## src/rtl/lpic_pkg.sv

```systemverilog
package lpic_pkg;
   localparam int LVL_W    = 3;
   localparam int REG_W    = 8;
   localparam int LVL_LSB  = 4;
   localparam int EN_BIT   = 2;
   localparam int REQ_BIT  = 1;
   localparam int DET_BIT  = 0;
   localparam logic [LVL_W-1:0] LVL_RESET = '1;

   typedef logic [LVL_W-1:0] lvl_t;

   function automatic logic [REG_W-1:0] pack_reg(lvl_t lvl, logic en, logic req);
      logic [REG_W-1:0] r;
      r = '0;
      r[LVL_LSB +: LVL_W] = lvl;
      r[EN_BIT]           = en;
      r[REQ_BIT]          = req;
      return r;
   endfunction
endpackage

```

## src/rtl/lpic_channel.sv

```systemverilog
module lpic_channel
   import lpic_pkg::*;
#(
   parameter bit EDGE_MODE = 1'b1
) (
   input  logic             clk,
   input  logic             rst_n,
   input  logic             irq_in,
   input  logic             wr_sel,
   input  logic [REG_W-1:0] wr_data,
   output lvl_t             lvl_q,
   output logic             en_q,
   output logic             req_q
);
   logic evt;

   generate
      if (EDGE_MODE) begin : g_edge
         logic prev_q;
         always_ff @(posedge clk) begin
            if (!rst_n) prev_q <= 1'b0;
            else        prev_q <= irq_in;
         end
         assign evt = irq_in & ~prev_q;
      end else begin : g_level
         assign evt = irq_in;
      end
   endgenerate

   logic clr_wr;
   assign clr_wr = wr_sel & wr_data[DET_BIT] & ~wr_data[REQ_BIT];

   always_ff @(posedge clk) begin
      if (!rst_n) begin
         lvl_q <= LVL_RESET;
         en_q  <= 1'b0;
         req_q <= 1'b0;
      end else begin
         if (wr_sel) begin
            lvl_q <= wr_data[LVL_LSB +: LVL_W];
            en_q  <= wr_data[EN_BIT];
            if (wr_data[DET_BIT]) req_q <= wr_data[REQ_BIT];
         end
         if (evt) req_q <= 1'b1;
      end
   end


   evt_sets_chk: assert property (@(posedge clk) disable iff (!rst_n)
      evt |=> req_q);


   latch_hold_chk: assert property (@(posedge clk) disable iff (!rst_n)
      (req_q && !clr_wr) |=> req_q);


   nodet_keep_chk: assert property (@(posedge clk) disable iff (!rst_n)
      (wr_sel && !wr_data[DET_BIT] && !evt) |=> $stable(req_q));


   ack_clear_chk: assert property (@(posedge clk) disable iff (!rst_n)
      (clr_wr && !evt) |=> !req_q);
endmodule

```

## src/rtl/lpic_arbiter.sv

```systemverilog
module lpic_arbiter
   import lpic_pkg::*;
#(
   parameter int NUM_CH = 8,
   parameter int IDX_W  = (NUM_CH > 1) ? $clog2(NUM_CH) : 1
) (
   input  lvl_t [NUM_CH-1:0] lvl,
   input  logic [NUM_CH-1:0] en,
   input  logic [NUM_CH-1:0] req,
   input  lvl_t              mask,
   output logic              found,
   output logic [IDX_W-1:0]  idx
);
   logic [NUM_CH-1:0] cand;

   generate
      for (genvar g = 0; g < NUM_CH; g++) begin : g_cand
         assign cand[g] = req[g] & en[g] & (lvl[g] < mask);
      end
   endgenerate

   always_comb begin
      lvl_t best;
      found = 1'b0;
      idx   = '0;
      best  = '1;
      for (int i = 0; i < NUM_CH; i++) begin
         if (cand[i] && (!found || lvl[i] < best)) begin
            found = 1'b1;
            idx   = IDX_W'(i);
            best  = lvl[i];
         end
      end
   end
endmodule

```

## src/rtl/latch_prio_intc.sv

```systemverilog
module latch_prio_intc
   import lpic_pkg::*;
#(
   parameter int NUM_CH    = 8,
   parameter int IDX_SHIFT = 2,
   parameter bit EDGE_MODE = 1'b1,
   localparam int IDX_W    = (NUM_CH > 1) ? $clog2(NUM_CH) : 1,
   localparam int GRP_W    = IDX_W + IDX_SHIFT
) (
   input  logic              clk,
   input  logic              rst_n,
   input  logic [NUM_CH-1:0] irq_in,
   input  logic [LVL_W-1:0]  cpu_mask,
   input  logic              wr_en,
   input  logic [IDX_W-1:0]  wr_ch,
   input  logic [REG_W-1:0]  wr_data,
   input  logic [IDX_W-1:0]  rd_ch,
   output logic [REG_W-1:0]  rd_data,
   output logic              irq_out,
   output logic [GRP_W-1:0]  grp_num
);
   initial begin : param_chk
      assert (NUM_CH >= 2 && NUM_CH <= 64) else $error("NUM_CH out of range");
      assert (IDX_SHIFT >= 0 && IDX_SHIFT <= 4) else $error("IDX_SHIFT out of range");
   end

   lvl_t [NUM_CH-1:0] lvl_v;
   logic [NUM_CH-1:0] en_v;
   logic [NUM_CH-1:0] req_v;

   generate
      for (genvar g = 0; g < NUM_CH; g++) begin : g_ch
         lpic_channel #(.EDGE_MODE(EDGE_MODE)) u_ch (
            .clk     (clk),
            .rst_n   (rst_n),
            .irq_in  (irq_in[g]),
            .wr_sel  (wr_en && (wr_ch == IDX_W'(g))),
            .wr_data (wr_data),
            .lvl_q   (lvl_v[g]),
            .en_q    (en_v[g]),
            .req_q   (req_v[g])
         );
      end
   endgenerate

   logic             win_found;
   logic [IDX_W-1:0] win_idx;

   lpic_arbiter #(.NUM_CH(NUM_CH), .IDX_W(IDX_W)) u_arb (
      .lvl   (lvl_v),
      .en    (en_v),
      .req   (req_v),
      .mask  (cpu_mask),
      .found (win_found),
      .idx   (win_idx)
   );

   always_ff @(posedge clk) begin
      if (!rst_n) begin
         irq_out <= 1'b0;
         grp_num <= '0;
      end else begin
         irq_out <= win_found;
         grp_num <= win_found ? GRP_W'({win_idx, {IDX_SHIFT{1'b0}}}) : '0;
      end
   end

   always_comb begin
      rd_data = '0;
      if (32'(rd_ch) < NUM_CH) rd_data = pack_reg(lvl_v[rd_ch], en_v[rd_ch], req_v[rd_ch]);
   end


   idle_grp_zero_chk: assert property (@(posedge clk) disable iff (!rst_n)
      !irq_out |-> (grp_num == '0));


   irq_needs_req_chk: assert property (@(posedge clk) disable iff (!rst_n)
      $rose(irq_out) |-> $past(|(req_v & en_v)));
endmodule

```

## config.mk

```make
export PLATFORM = sky130hd
export DESIGN_NAME = latch_prio_intc
export DESIGN_NICKNAME = d
export VERILOG_FILES = /design/src/rtl/lpic_pkg.sv /design/src/rtl/lpic_channel.sv /design/src/rtl/lpic_arbiter.sv /design/src/rtl/latch_prio_intc.sv
export SDC_FILE = /design/constraint.sdc
export NUM_CORES = 1
export LEC_CHECK = 0
export BUFFER_PORTS_ARGS = -buffer_cell sky130_fd_sc_hd__buf_2
export CAP_MARGIN = 5
export CORE_MARGIN = 5
export CORE_UTILIZATION = 40
export DETAILED_ROUTE_END_ITERATION = 10
export PLACE_DENSITY = 0.61
export SLEW_MARGIN = 10
export SYNTH_ARGS = -nofsm -noshare
export SYNTH_HDL_FRONTEND = slang
export SYNTH_SLANG_ARGS = --single-unit
```

## constraint.sdc

```tcl
create_clock -name clk -period 24.5 [get_ports clk]
set_clock_uncertainty 0.2 [all_clocks]
set_input_delay 1.225 -clock clk [delete_from_list [all_inputs] [get_ports clk]]
set_output_delay 1.225 -clock clk [all_outputs]
set_load 0.01 [all_outputs]
```

==> flow_summary.json <==
{
  "total_die_area_um2": 11080,
  "grt_first_pass_wirelength_um": 14800,
  "overall_routing_resource_usage": 0.1618,
  "layout.filler_cells": 852,
  "synth_top_flop_cell": "sky130_fd_sc_hd__dfxtp_1",
  "die_h_um": 105.3,
  "p_per_area_nw_per_um2": 44.40,
  "synth.distinct_cells": 61,
  "grt_pass1_vias": 2882,
  "critPathMostFrequentCell": "sky130_fd_sc_hd__ha_1",
  "leakagePower_nw": 1.595,
  "tritoncts": "done",
  "synth.area.mux_share": 0.1823,
  "setup-violations-final": 0,
  "synth_compound_area_frac": 0.2157,
  "cp_data_arrival_time_ns": 11.17,
  "post_synth_xor_area_fraction": 0,
  "report.final.slew_viol_count": 0,
  "tightest_hold_check_type": "reg -> reg",
  "yosysWarningCount": 0,
  "met2_usage": 0.2520,
  "layout.nets": 467,
  "layout_worst_path_cycle_share": 0.4540,
  "pre_cts_slack_ns": 13.16,
  "path_clk_slew_ns": 0.10,
  "cap_viol_max_count": 0,
  "grt_remaining_overflow": 0,
  "yosys.area_share.simple": 0.1830,
  "fmax_mhz": 89.91,
  "design.core.area_um2": 8763,
  "hold_viol": 0,
  "synth_enable_flop_cells": 0,
  "critical-path-top-delay-family": "compound AO/OA/AOI/OAI gates",
  "endpoint_kind": "flop",
  "tns_ns": 0,
  "grt_antenna_before_repair": 0,
  "async_reset_ff_frac": 0,
  "dr.first_iter.drc_count": 110,
  "detail-route-antenna-nets": 0,
  "synthDominantAreaCellType": "sky130_fd_sc_hd__dfxtp_1",
  "synthesis.area_per_instance_um2": 9.334,
  "critPathRequiredTime_ns": 24.55,
  "gp_routability_congestion": 0.8276,
  "worst-setup-path-type": "in -> reg",
  "cts_inserted_buffers": 5,
  "wire_per_inst_um": 17.09,
  "maximum_number_of_pins_on_one_net_before_global_route_repair": 51,
  "cp_num_buf_inv": 6,
  "cts.hold.buffers_added": 0,
  "initial_core_util": 0.4143,
  "ctsRootBufferMaster": "sky130_fd_sc_hd__clkbuf_8",
  "dp_hpwl_um": 6930,
  "die_w_um": 105.3,
  "combinational_family_with_the_most_area_after_synthesis": "compound AO/OA/AOI/OAI gates",
  "globalRouteMet1Util": 0.2286,
  "critical_path_peak_fanout": 9,
  "tritoncts_num_sinks": 52,
  "fp-row-count": 34,
  "met3_global_route_usage": 0.02873,
  "drc": 0,
  "max_root_sink_buffers": 2,
  "status": "completed",
  "gr-max-usage-layer": "met2",
  "insertedDiodeCount": 0,
  "cts.htree.levels": 2,
  "vdd.ir_drop.worst_v": 0.00002851,
  "postCtsSetupRepairBufs": 0,
  "layout-area-overhead-vs-synth_pct": 9.580,
  "layout-drive-gt1-share": 0.1759,
  "synth_area_um2": 3631,
  "vias_per_cell": 5.591,
  "syn_inst": 389,
  "timing_worst_slew_pin_value_ns": 1.018,
  "worst_path_max_delay_cell": "sky130_fd_sc_hd__nor4b_1",
  "final_critical_path_setup_slack_ns": 13.38,
  "io-pin-count": 42,
  "detail_route.first_pass.iterations": 4,
  "critical-path-max-stage-delay_ns": 0.51,
  "worstSkewPairLatency_ns": 0.31,
  "fin_worst_hold_slack_ns": 0.3002,
  "setup.worst_path.start_class": "input pin",
  "final.min_clock_period_ns": 11.12,
  "post_cts_sizing": 0,
  "biggest_area_contributors_in_the_synthesized_netlist": "sky130_fd_sc_hd__dfxtp_1, sky130_fd_sc_hd__mux2i_1, sky130_fd_sc_hd__ha_1, sky130_fd_sc_hd__mux4_2, sky130_fd_sc_hd__nand2_1",
  "synthDominantCellAreaShare": 0.2867,
  "synth_seq_area_share": 0.2867,
  "wirelength_um": 8938,
  "rsz0062_at_grt": "no",
  "ys_ff_latch": 52,
  "post_synth_fa_ha_maj_area_fraction": 0.08890,
  "routed-via-count": 2924,
  "timing.slew.headroom": 0.3164,
  "io_buffer_count": 34
}
==> layer usage <==
layer,share of wire,wire (um)
met5,0,0
met3,0.051,453
met1,0.48,4291
met4,0.014,127
met2,0.45,4065
==> placed cells by master, fill, tap and decap left out, types with 3 or more instances in the layout <==
cell type                  Yosys  layout
sky130_fd_sc_hd__ha_1         25      25
sky130_fd_sc_hd__and3b_1       3       3
sky130_fd_sc_hd__mux4_2       10      10
sky130_fd_sc_hd__o31ai_1       5       5
sky130_fd_sc_hd__conb_1        1       5
sky130_fd_sc_hd__nand3_1       3       3
sky130_fd_sc_hd__dfxtp_1      52      52
sky130_fd_sc_hd__o21ai_0      14      14
sky130_fd_sc_hd__buf_2         0      34
sky130_fd_sc_hd__nor3_1        3       3
sky130_fd_sc_hd__nand2b_1     20      20
sky130_fd_sc_hd__a21oi_1      13      13
sky130_fd_sc_hd__o21ai_1       4       4
sky130_fd_sc_hd__mux2_2        5       5
sky130_fd_sc_hd__a211oi_1      4       4
sky130_fd_sc_hd__and2_1       10      10
sky130_fd_sc_hd__nand4b_1      3       3
sky130_fd_sc_hd__nor2_1       12      12
sky130_fd_sc_hd__o211ai_1     11      11
sky130_fd_sc_hd__nor2b_1      10      10
sky130_fd_sc_hd__nand2_1      46      46
sky130_fd_sc_hd__a211o_1       3       3
sky130_fd_sc_hd__inv_1        16      16
sky130_fd_sc_hd__o21a_1        5       5
sky130_fd_sc_hd__clkbuf_8      0       6
sky130_fd_sc_hd__mux2i_1      34      34
sky130_fd_sc_hd__a21boi_0     11      11
sky130_fd_sc_hd__a21o_1        6       6
==> registers in the layout, summed over array words and instances (netlist names) <==
| signal | flops |
|---|---|
| irq_out | 1 |
| g_ch.u_ch.lvl_q | 24 |
| g_ch.u_ch.req_q | 8 |
| g_ch.u_ch.en_q | 8 |
| g_ch.u_ch.g_edge.prev_q | 8 |
| grp_num | 3 |
==> cell families after synthesis <==
logic type      after synthesis
other cells                   1
simple gates                123
buf+inv                      36
mux                          52
compound gates               99
fa+ha+maj                    26
flops                        52
==> worst register-to-register path: cells and delay by family (launching register included) <==
family / cells / cell delay (ns)
AOI/OAI and AO/OA: 18 / 4.36
muxes: 4 / 1.19
and+or+nand+nor: 10 / 1.71
DFF: 1 / 0.37
adders and majority gates: 8 / 2.14
buffers and inverters: 4 / 0.24
==> area by class of cell <==
type | instances | area [um2] | area share
Clock inverter | 2 | 38.79 | 0.009748
Tap cell | 108 | 135.1 | 0.03396
Multi-Input combinational cell | 305 | 2451 | 0.6160
Clock buffer | 6 | 82.58 | 0.02075
Timing Repair Buffer | 34 | 170.2 | 0.04277
Sequential cell | 52 | 1041 | 0.2616
Inverter | 16 | 60.06 | 0.01509
==> path summary, 6_finish.rpt <==
path         slack, ns                              end  depth (start not counted)                                   from
min reg2reg       0.30  g_ch[0].u_ch.req_q$_SDFFE_PN0P_                          2  g_ch[0].u_ch.g_edge.prev_q$_SDFF_PN0_
min               0.30  g_ch[0].u_ch.req_q$_SDFFE_PN0P_                          2  g_ch[0].u_ch.g_edge.prev_q$_SDFF_PN0_
max reg2reg      14.22            grp_num[2]$_SDFF_PN0_                         44     g_ch[0].u_ch.lvl_q[2]$_SDFFE_PN1P_
max              13.38            grp_num[2]$_SDFF_PN0_                         46                            cpu_mask[2]
==> synth_stat cells, drive strengths merged (4+ instances only) <==
cell     n
a211oi   4
a21boi  11
a21o     6
a21oi   13
and2    12
buf     10
clkbuf  10
dfxtp   52
ha      25
inv     16
mux2     7
mux2i   35
mux4    10
nand2   46
nand2b  20
nor2    13
nor2b   10
o211ai  12
o21a     5
o21ai   18
o31ai    6
==> power breakdown <==
group	internal [mW]	leakage, nW	switching (mW)
logic	0.0104	1.11	0.0124
clock network	0.0335	0.0614	0.0299
registers	0.0876	0.426	0.00292
==> metrics by stage <==
step	instances	power [mW]	instance area [um2]	utilization
2_1_floorplan	393	0.1083	3646	-
3_3_place_gp	515	0.1146	3857	0.4402
3_5_place_dp	515	0.1152	3857	0.4402
4_1_cts	523	0.1786	3979	0.4540
5_1_grt	523	0.1862	3979	0.4540
6_report	523	0.1767	3979	0.4540
Power figures use the tool's default switching activity.
